$ cat config.mk
export PLATFORM = sky130hd
export DESIGN_NAME = pin_owner_ctrl
export DESIGN_NICKNAME = d
export VERILOG_FILES = /design/src/rtl/ppc_pkg.sv /design/src/rtl/ppc_regs.sv /design/src/rtl/ppc_pin_mux.sv /design/src/rtl/ppc_alt_route.sv /design/src/rtl/pin_owner_ctrl.sv
export SDC_FILE = /design/constraint.sdc
export NUM_CORES = 1
export LEC_CHECK = 0
export CAP_MARGIN = 5
export CORE_ASPECT_RATIO = 1.5
export CORE_MARGIN = 4
export CORE_UTILIZATION = 57
export DETAILED_ROUTE_END_ITERATION = 8
export DONT_BUFFER_PORTS = 1
export PLACE_DENSITY = 0.77
export SLEW_MARGIN = 20
export SYNTH_ARGS = -nofsm -noshare
export SYNTH_HDL_FRONTEND = slang
export SYNTH_SLANG_ARGS = --single-unit
$ cat constraint.sdc
create_clock -name clk -period 1.84 [get_ports clk]
set_input_delay 0.184 -clock clk [delete_from_list [all_inputs] [get_ports clk]]
set_output_delay 0.184 -clock clk [all_outputs]
set_load 0.03 [all_outputs]
$ cat src/rtl/ppc_pkg.sv
package ppc_pkg;
  localparam int NUM_PINS = 22;
  localparam int LCD_PINS = 12;
  localparam int NUM_ALT  = 6;
  localparam int NUM_EN   = 8;
  localparam int ROUTE_W  = 2;

  // 1 = pad is an output when its engine owns it
  localparam logic [NUM_PINS-1:0] OWNED_OUT = 22'h355FFF;
  // routed GPIO 10..15: which are outputs
  localparam logic [NUM_ALT-1:0] ALT_OUT = 6'b011101;

  localparam int OFF_DIR   = 0;
  localparam int OFF_LEVEL = 1;
  localparam int OFF_ROUTE = 2;

  // enable vector index: 0 lcd, 1..6 ports 1-3 tx/rx, 7 port 4
  function automatic int owner_idx(input int pin);
    if (pin < LCD_PINS)      return 0;
    else if (pin < 18)       return pin - LCD_PINS + 1;
    else                     return NUM_EN - 1;
  endfunction
endpackage

$ cat src/rtl/ppc_regs.sv
module ppc_regs #(
  parameter int DATA_W   = 32,
  parameter int ADDR_W   = 4,
  parameter int NUM_PINS = 22,
  parameter int ROUTE_W  = 2
) (
  input  logic                clk,
  input  logic                rst,
  input  logic                sleep_req,
  input  logic                bus_we,
  input  logic                bus_re,
  input  logic [ADDR_W-1:0]   bus_addr,
  input  logic [DATA_W-1:0]   bus_wdata,
  output logic [DATA_W-1:0]   bus_rdata,
  output logic [NUM_PINS-1:0] dir_q,
  output logic [NUM_PINS-1:0] state_q,
  output logic [ROUTE_W-1:0]  route_q
);
  localparam int PAD_W = DATA_W - NUM_PINS;
  localparam int RPAD_W = DATA_W - ROUTE_W;

  logic [DATA_W-1:0] rd_mux;
  logic              hit_dir, hit_lvl, hit_rt;
  logic              unused_wdata;

  assign unused_wdata = ^bus_wdata[DATA_W-1:NUM_PINS];

  assign hit_dir = (bus_addr == ADDR_W'(ppc_pkg::OFF_DIR));
  assign hit_lvl = (bus_addr == ADDR_W'(ppc_pkg::OFF_LEVEL));
  assign hit_rt  = (bus_addr == ADDR_W'(ppc_pkg::OFF_ROUTE));

  always_comb begin
    rd_mux = '0;
    if (hit_dir)      rd_mux = {{PAD_W{1'b0}}, dir_q};
    else if (hit_lvl) rd_mux = {{PAD_W{1'b0}}, state_q};
    else if (hit_rt)  rd_mux = {{RPAD_W{1'b0}}, route_q};
  end

  always_ff @(posedge clk) begin
    if (rst) begin
      dir_q     <= '0;
      state_q   <= '0;
      route_q   <= '0;
      bus_rdata <= '0;
    end else begin
      if (bus_we && hit_dir) dir_q   <= bus_wdata[NUM_PINS-1:0];
      if (bus_we && hit_lvl) state_q <= bus_wdata[NUM_PINS-1:0];
      if (sleep_req)                route_q <= '0;
      else if (bus_we && hit_rt)    route_q <= bus_wdata[ROUTE_W-1:0];
      if (bus_re) bus_rdata <= rd_mux;
    end
  end
endmodule

$ cat src/rtl/ppc_pin_mux.sv
module ppc_pin_mux #(
  parameter int NUM_PINS = 22,
  parameter logic [NUM_PINS-1:0] OUT_MASK = '0
) (
  input  logic                clk,
  input  logic                rst,
  input  logic [NUM_PINS-1:0] own_en,
  input  logic [NUM_PINS-1:0] dir_q,
  input  logic [NUM_PINS-1:0] state_q,
  input  logic [NUM_PINS-1:0] periph_do,
  output logic [NUM_PINS-1:0] pin_oe,
  output logic [NUM_PINS-1:0] pin_do
);
  for (genvar i = 0; i < NUM_PINS; i++) begin : g_pin
    logic oe_d, do_d;
    if (OUT_MASK[i]) begin : g_out
      assign oe_d = own_en[i] ? 1'b1 : dir_q[i];
      assign do_d = own_en[i] ? periph_do[i] : state_q[i];
    end else begin : g_in
      logic unused_pd;
      assign unused_pd = periph_do[i];
      assign oe_d = own_en[i] ? 1'b0 : dir_q[i];
      assign do_d = own_en[i] ? 1'b0 : state_q[i];
    end
    always_ff @(posedge clk) begin
      if (rst) begin
        pin_oe[i] <= 1'b0;
        pin_do[i] <= 1'b0;
      end else begin
        pin_oe[i] <= oe_d;
        pin_do[i] <= do_d;
      end
    end
  end
endmodule

$ cat src/rtl/ppc_alt_route.sv
module ppc_alt_route #(
  parameter int NUM_ALT = 6,
  parameter int ROUTE_W = 2,
  parameter logic [NUM_ALT-1:0] ALT_OUT = '0
) (
  input  logic               clk,
  input  logic               rst,
  input  logic [ROUTE_W-1:0] route_q,
  input  logic [3:0]         alt_tx_data,
  input  logic [NUM_ALT-1:0] gpio_in,
  output logic [NUM_ALT-1:0] alt_own,
  output logic [NUM_ALT-1:0] alt_oe,
  output logic [NUM_ALT-1:0] alt_do,
  output logic [1:0]         alt_rxd
);
  logic [NUM_ALT-1:0] own_d, src;
  logic [1:0]         rxd_d;
  logic               unused_in;

  assign unused_in = gpio_in[0] ^ gpio_in[2] ^ gpio_in[3] ^ gpio_in[4];

  // GPIO 10..13 for port 4, GPIO 14..15 for port 1
  assign own_d = {{2{route_q[0]}}, {4{route_q[1]}}};
  assign src   = {1'b0, alt_tx_data[3], alt_tx_data[2], alt_tx_data[1], 1'b0, alt_tx_data[0]};
  assign rxd_d = {route_q[0] ? gpio_in[5] : 1'b1,
                  route_q[1] ? gpio_in[1] : 1'b1};

  always_ff @(posedge clk) begin
    if (rst) begin
      alt_own <= '0;
      alt_oe  <= '0;
      alt_do  <= '0;
      alt_rxd <= 2'b11;
    end else begin
      alt_own <= own_d;
      alt_oe  <= own_d & ALT_OUT;
      alt_do  <= own_d & ALT_OUT & src;
      alt_rxd <= rxd_d;
    end
  end
endmodule

$ cat src/rtl/pin_owner_ctrl.sv
module pin_owner_ctrl #(
  parameter int DATA_W = 32,
  parameter int ADDR_W = 4
) (
  input  logic                         clk,
  input  logic                         rst,
  input  logic                         sleep_req,
  input  logic                         bus_we,
  input  logic                         bus_re,
  input  logic [ADDR_W-1:0]            bus_addr,
  input  logic [DATA_W-1:0]            bus_wdata,
  output logic [DATA_W-1:0]            bus_rdata,
  input  logic                         lcd_en,
  input  logic                         p1_tx_en,
  input  logic                         p1_rx_en,
  input  logic                         p2_tx_en,
  input  logic                         p2_rx_en,
  input  logic                         p3_tx_en,
  input  logic                         p3_rx_en,
  input  logic                         p4_en,
  input  logic [ppc_pkg::NUM_PINS-1:0] periph_do,
  output logic [ppc_pkg::NUM_PINS-1:0] pin_oe,
  output logic [ppc_pkg::NUM_PINS-1:0] pin_do,
  input  logic [3:0]                   alt_tx_data,
  input  logic [ppc_pkg::NUM_ALT-1:0]  gpio_in,
  output logic [ppc_pkg::NUM_ALT-1:0]  alt_own,
  output logic [ppc_pkg::NUM_ALT-1:0]  alt_oe,
  output logic [ppc_pkg::NUM_ALT-1:0]  alt_do,
  output logic [1:0]                   alt_rxd
);
  localparam int NP = ppc_pkg::NUM_PINS;
  localparam int RW = ppc_pkg::ROUTE_W;

  logic [NP-1:0]             dir_q, state_q, own_en;
  logic [RW-1:0]             route_q;
  logic [ppc_pkg::NUM_EN-1:0] en_vec;

  assign en_vec = {p4_en, p3_rx_en, p3_tx_en, p2_rx_en, p2_tx_en,
                   p1_rx_en, p1_tx_en, lcd_en};

  for (genvar i = 0; i < NP; i++) begin : g_own
    localparam int OW = ppc_pkg::owner_idx(i);
    assign own_en[i] = en_vec[OW];
  end

  ppc_regs #(.DATA_W(DATA_W), .ADDR_W(ADDR_W), .NUM_PINS(NP), .ROUTE_W(RW)) u_regs (
    .clk(clk), .rst(rst), .sleep_req(sleep_req),
    .bus_we(bus_we), .bus_re(bus_re), .bus_addr(bus_addr),
    .bus_wdata(bus_wdata), .bus_rdata(bus_rdata),
    .dir_q(dir_q), .state_q(state_q), .route_q(route_q)
  );

  ppc_pin_mux #(.NUM_PINS(NP), .OUT_MASK(ppc_pkg::OWNED_OUT)) u_mux (
    .clk(clk), .rst(rst), .own_en(own_en), .dir_q(dir_q),
    .state_q(state_q), .periph_do(periph_do),
    .pin_oe(pin_oe), .pin_do(pin_do)
  );

  ppc_alt_route #(.NUM_ALT(ppc_pkg::NUM_ALT), .ROUTE_W(RW),
                  .ALT_OUT(ppc_pkg::ALT_OUT)) u_alt (
    .clk(clk), .rst(rst), .route_q(route_q), .alt_tx_data(alt_tx_data),
    .gpio_in(gpio_in), .alt_own(alt_own), .alt_oe(alt_oe),
    .alt_do(alt_do), .alt_rxd(alt_rxd)
  );
endmodule

# == Word level (Yosys, flattened, before mapping) ==
# Cells that the tools add are included.
# op_classes
eq_ne,2
mux,39
bitwise,3
n_reduce_logical,11
# op_table
cell,count
$mux W32,2
$mux W1,36
$reduce_or A2 Y1,7
$and A5 B5 Y5,1
$eq A4 B1 Y1 const B,1
$eq A4 B2 Y1 const B,1
$logic_not A4 Y1,1
$logic_and A1 B1 Y1,3
$mux W2,1
$not A1 Y1,2
# totals
ff_bits,141
inputBits,81
output_inout_bits,96
elab_cells,109

# == Depth between registers and ports, before layout ==
# depth
word_depth,4
depth_mapped,5
ltp_nobuf,3

# == By module ==
# From an unflattened synthesis, not the netlist that was laid out.
# unflattened
cells_unflattened,487
area_unflattened_um2,4614.4
# by_module_without_submodules
mod,n_inst,cells_per_inst,area_each_um2,seq_area_each_um2
ppc_regs,1,329,2904.0,1361.3
ppc_pin_mux,1,129,1381.3,880.8
ppc_alt_route,1,29,329.1,160.2

# == Least setup slack after synthesis ==
# No wires, ideal clock.
# synth_timing
path_kind,input -> register
startpoint,in bus_addr[3]
endpoint,reg u_regs.dir_q[10]
setup_ns,0.118
arrival_time_ns,1.301
t_required_ns,1.722
slack_ns,0.421
path_stages,5
path_buffers,2
cell_sequence,or3b_4 > or3_1 > buf_6 > buf_12 > mux2i_1
# synth_via
elab_chain_cells,2
# synth_rtl
item,line_no,rtl
"start, declared",pin_owner_ctrl.sv:10,"input logic [ADDR_W-1:0] bus_addr,"
$logic_not A4 Y1,ppc_regs.sv:28,assign hit_dir = (bus_addr == ADDR_W'(ppc_pkg::OFF_DIR));
$logic_and A1 B1 Y1,ppc_regs.sv:46,if (bus_we && hit_dir) dir_q <= bus_wdata[NUM_PINS-1:0];
"end signal, assigned",ppc_regs.sv:46,
"end, declared",ppc_regs.sv:15,"output logic [NUM_PINS-1:0] dir_q,"
# No other way between the ends.
# A chain may end at the register's enable or synchronous reset.

==> impl_metrics.ini <==
[setup_path]
required_ns = 2.18
ff2ff_setup_slack_ns = 0.58
critical_path.slowest_cell = dlygate4sd3_1
crit_fanout = 2
path_cells = dlygate4sd3_1 > nand2_1 > dlygate4sd3_1 > mux2i_1 > dlygate4sd3_1
worstReg2RegEnd = u_mux.pin_do[1]$_SDFF_PP0_
path_class = in2reg
path_buf_inv = 3
crit_arrival_ns = 2.14
critPathMaxStageDelay_ns = 0.58
rr_startpoint = u_regs.state_q[1]$_SDFFE_PP0P_
cp_common_cell = dlygate4sd3_1
rr_worst_depth = 3
cp_top_family = buffers and inverters
cp-start-kind = input pin
cp-end-kind = flip-flop

[timing]
setup_violations = 0
skew_ns = 0.00528
rsz0062_at_grt = no
drv_slew = 0
fin_setup_tns_ns = 0
hold_viol = 0
worst_slew_pin_slew_ns = 0.861
period_share = 0.974
layout_min_cycle_time_ns = 1.79
relSlewSlack = 0.424
max_clock_freq_ghz = 0.558

[logic_synthesis]
yosysMostFrequentCell = dfxtp_1
netlist_instances = 456
seq_area_frac_synth = 0.522
synth_common_cells = 120 x dfxtp_1, 84 x mux2i_1, 69 x nand2b_1
synth-edff-count = 0
synthArstFlopShare = 0
synth_warnings = 0
synth.area.top_cells = dfxtp_1 52%, mux2i_1 18%, nand2b_1 9.4%
synthesis.area_sq_um = 4600
ys_ff_latch = 120
yosysUniqueCellTypes = 25
yosysTopAreaCellShare = 0.522
avgSynthCellArea_sq_um = 10.1
yosysTopAreaCell = dfxtp_1
synth_flop_cell = dfxtp_1

[worst_hold_path]
worstHoldPathType = in2reg
hold_start = bus_addr[0]
min_delay_path_depth = 2
hold_end = u_regs.bus_rdata[11]$_SDFFE_PP0P_

[cts]
clockBufferDepth = 2
cts_max_level = 4
cts.clk_slew.worst_paths_ns = 0.05
ctsRootBufferMaster = clkbuf_16
clock_latency_ns = 0.40
cts_sinks = 120
ctsResizeCount = 0
cts_tree = built
cts_buffers = 17

[routing]
drc = 0
first_pass_iters = 4
wl_per_cell_microns = 18.0
vias = 3316
drt_iter0_markers = 125
detail-route-antenna-nets = 0
routed_wl_microns = 11300
viasPerCell = 5.28

[final_layout]
final_cells = 628
drive_above_1_share = 0.0913
area_growth_pct = 27.0
antenna_cells = 0
nNetsFinal = 594

[placement]
hpwl_microns = 6230
place_inst = 529
io_buffers = 0
gp_congestion = 0.676

[global_route]
grt_usage = 0.247
grt_pass1_vias = 3585
antenna_found_initial = 0
grt_pass1_wl_microns = 17900
overflow = 0
grt_max_degree = 97

[floorplanning]
core-area_sq_um = 7760
die_w_microns = 81.4
dieHeight_microns = 118
dieArea_sq_um = 9610
io_pins = 177
placementRows = 39
start_util = 0.593

[power_and_ir_drop]
vdd_drop_max_uv = 1000
power.leakage_nw = 2.44
p_per_area_nw_per_um2 = 1110

[job]
drv_cap = 0

[outcome]
status = finished clean
through the flow:
| step | area, sq um | hold WS (ns) | worst slack (ns) | power (mW) | util |
|---|---|---|---|---|---|
| detailed placement | 4550 | 0.262 | 0.395 | 3.02 | 0.586 |
| CTS | 5840 | 0.000966 | 0.161 | 6.51 | 0.753 |
| finish | 5850 | 0.00927 | 0.0481 | 6.49 | 0.754 |
| global placement | 4550 | 0.262 | 0.413 | 3.01 | 0.586 |
| floorplan | 4650 | 0.260 | 0.421 | 3.06 | - |
| global route | 5850 | 0.000108 | 0.0258 | 6.70 | 0.754 |
layout make-up:
type | instances | area (sq um)
clock buffer | 18 | 439
clock inverter | 14 | 175
fill | 511 | 1910
inverter | 2 | 7.51
multi-input combinational | 296 | 1940
sequential | 120 | 2400
tap | 102 | 128
timing repair buffer | 76 | 751
cells in the final DEF, fill, tap and decap left out, types with 4 or more instances in the layout:
cell type,netlist,layout
o21ai_0,20,20
nand2b_1,69,69
nand2_1,24,24
mux2i_1,84,84
dlygate4sd3_1,0,65
conb_1,1,14
clkinv_4,0,5
clkbuf_16,0,17
buf_4,24,9
nor3b_1,10,9
dfxtp_1,120,119
nor2b_1,4,4
nor2_1,56,55
and2_1,4,4
cell families (layout without fill, tap and decap cells):
group,Yosys count,in the layout,share of synthesized area
flip-flops,120,120,0.522
AND/OR/NAND/NOR,174,174,0.198
AO/OA/AOI/OAI,24,24,0.0288
buffers and inverters,53,110,0.0685
multiplexers,84,84,0.183
other,1,14,0.000814
routing by layer:
metal | wire length [microns] | share of wire | vias up | track usage
met2 | 6060 | 0.54 | 139 | 0.432
met4 | 374 | 0.033 | 0 | 0.135
met3 | 807 | 0.071 | 39 | 0.0972
li1 | - | - | 1578 | -
met5 | 0 | 0 | - | 0
met1 | 4080 | 0.36 | 1560 | 0.239
power by group:
part           internal, mW  switching, mW
clock network          2.17           1.18
registers              2.65          0.111
logic                 0.187          0.188
worst max-delay path by stage:
stage                       from                         endpoint  slack, ns  depth (start not counted)
finish              bus_wdata[1]   u_regs.route_q[1]$_SDFFE_PP0P_       0.05                          5
global route        bus_wdata[0]   u_regs.route_q[0]$_SDFFE_PP0P_       0.03                          5
CTS                 bus_wdata[0]   u_regs.route_q[0]$_SDFFE_PP0P_       0.16                          5
detailed placement   bus_addr[3]  u_regs.state_q[19]$_SDFFE_PP0P_       0.40                          3
global placement     bus_addr[3]  u_regs.state_q[20]$_SDFFE_PP0P_       0.41                          3
floorplan            bus_addr[3]    u_regs.dir_q[10]$_SDFFE_PP0P_       0.42                          5
sequential cells by signal (all words and copies together) (netlist names):
register,flops
u_regs.state_q,22
u_alt.alt_oe,1
u_regs.bus_rdata,22
u_alt.alt_do,4
u_mux.pin_oe,22
u_regs.dir_q,22
u_alt.alt_rxd,2
u_regs.route_q,2
u_alt.alt_own,1
u_mux.pin_do,22
timing repair:
action | 4_1_cts | 5_1_grt
hold endpoints to repair | 108 | 2
setup buffers | 0 | 0
setup endpoints to repair | 0 | 0
hold buffers | 66 | 1
No activity file was read; power rests on OpenSTA's default activity.
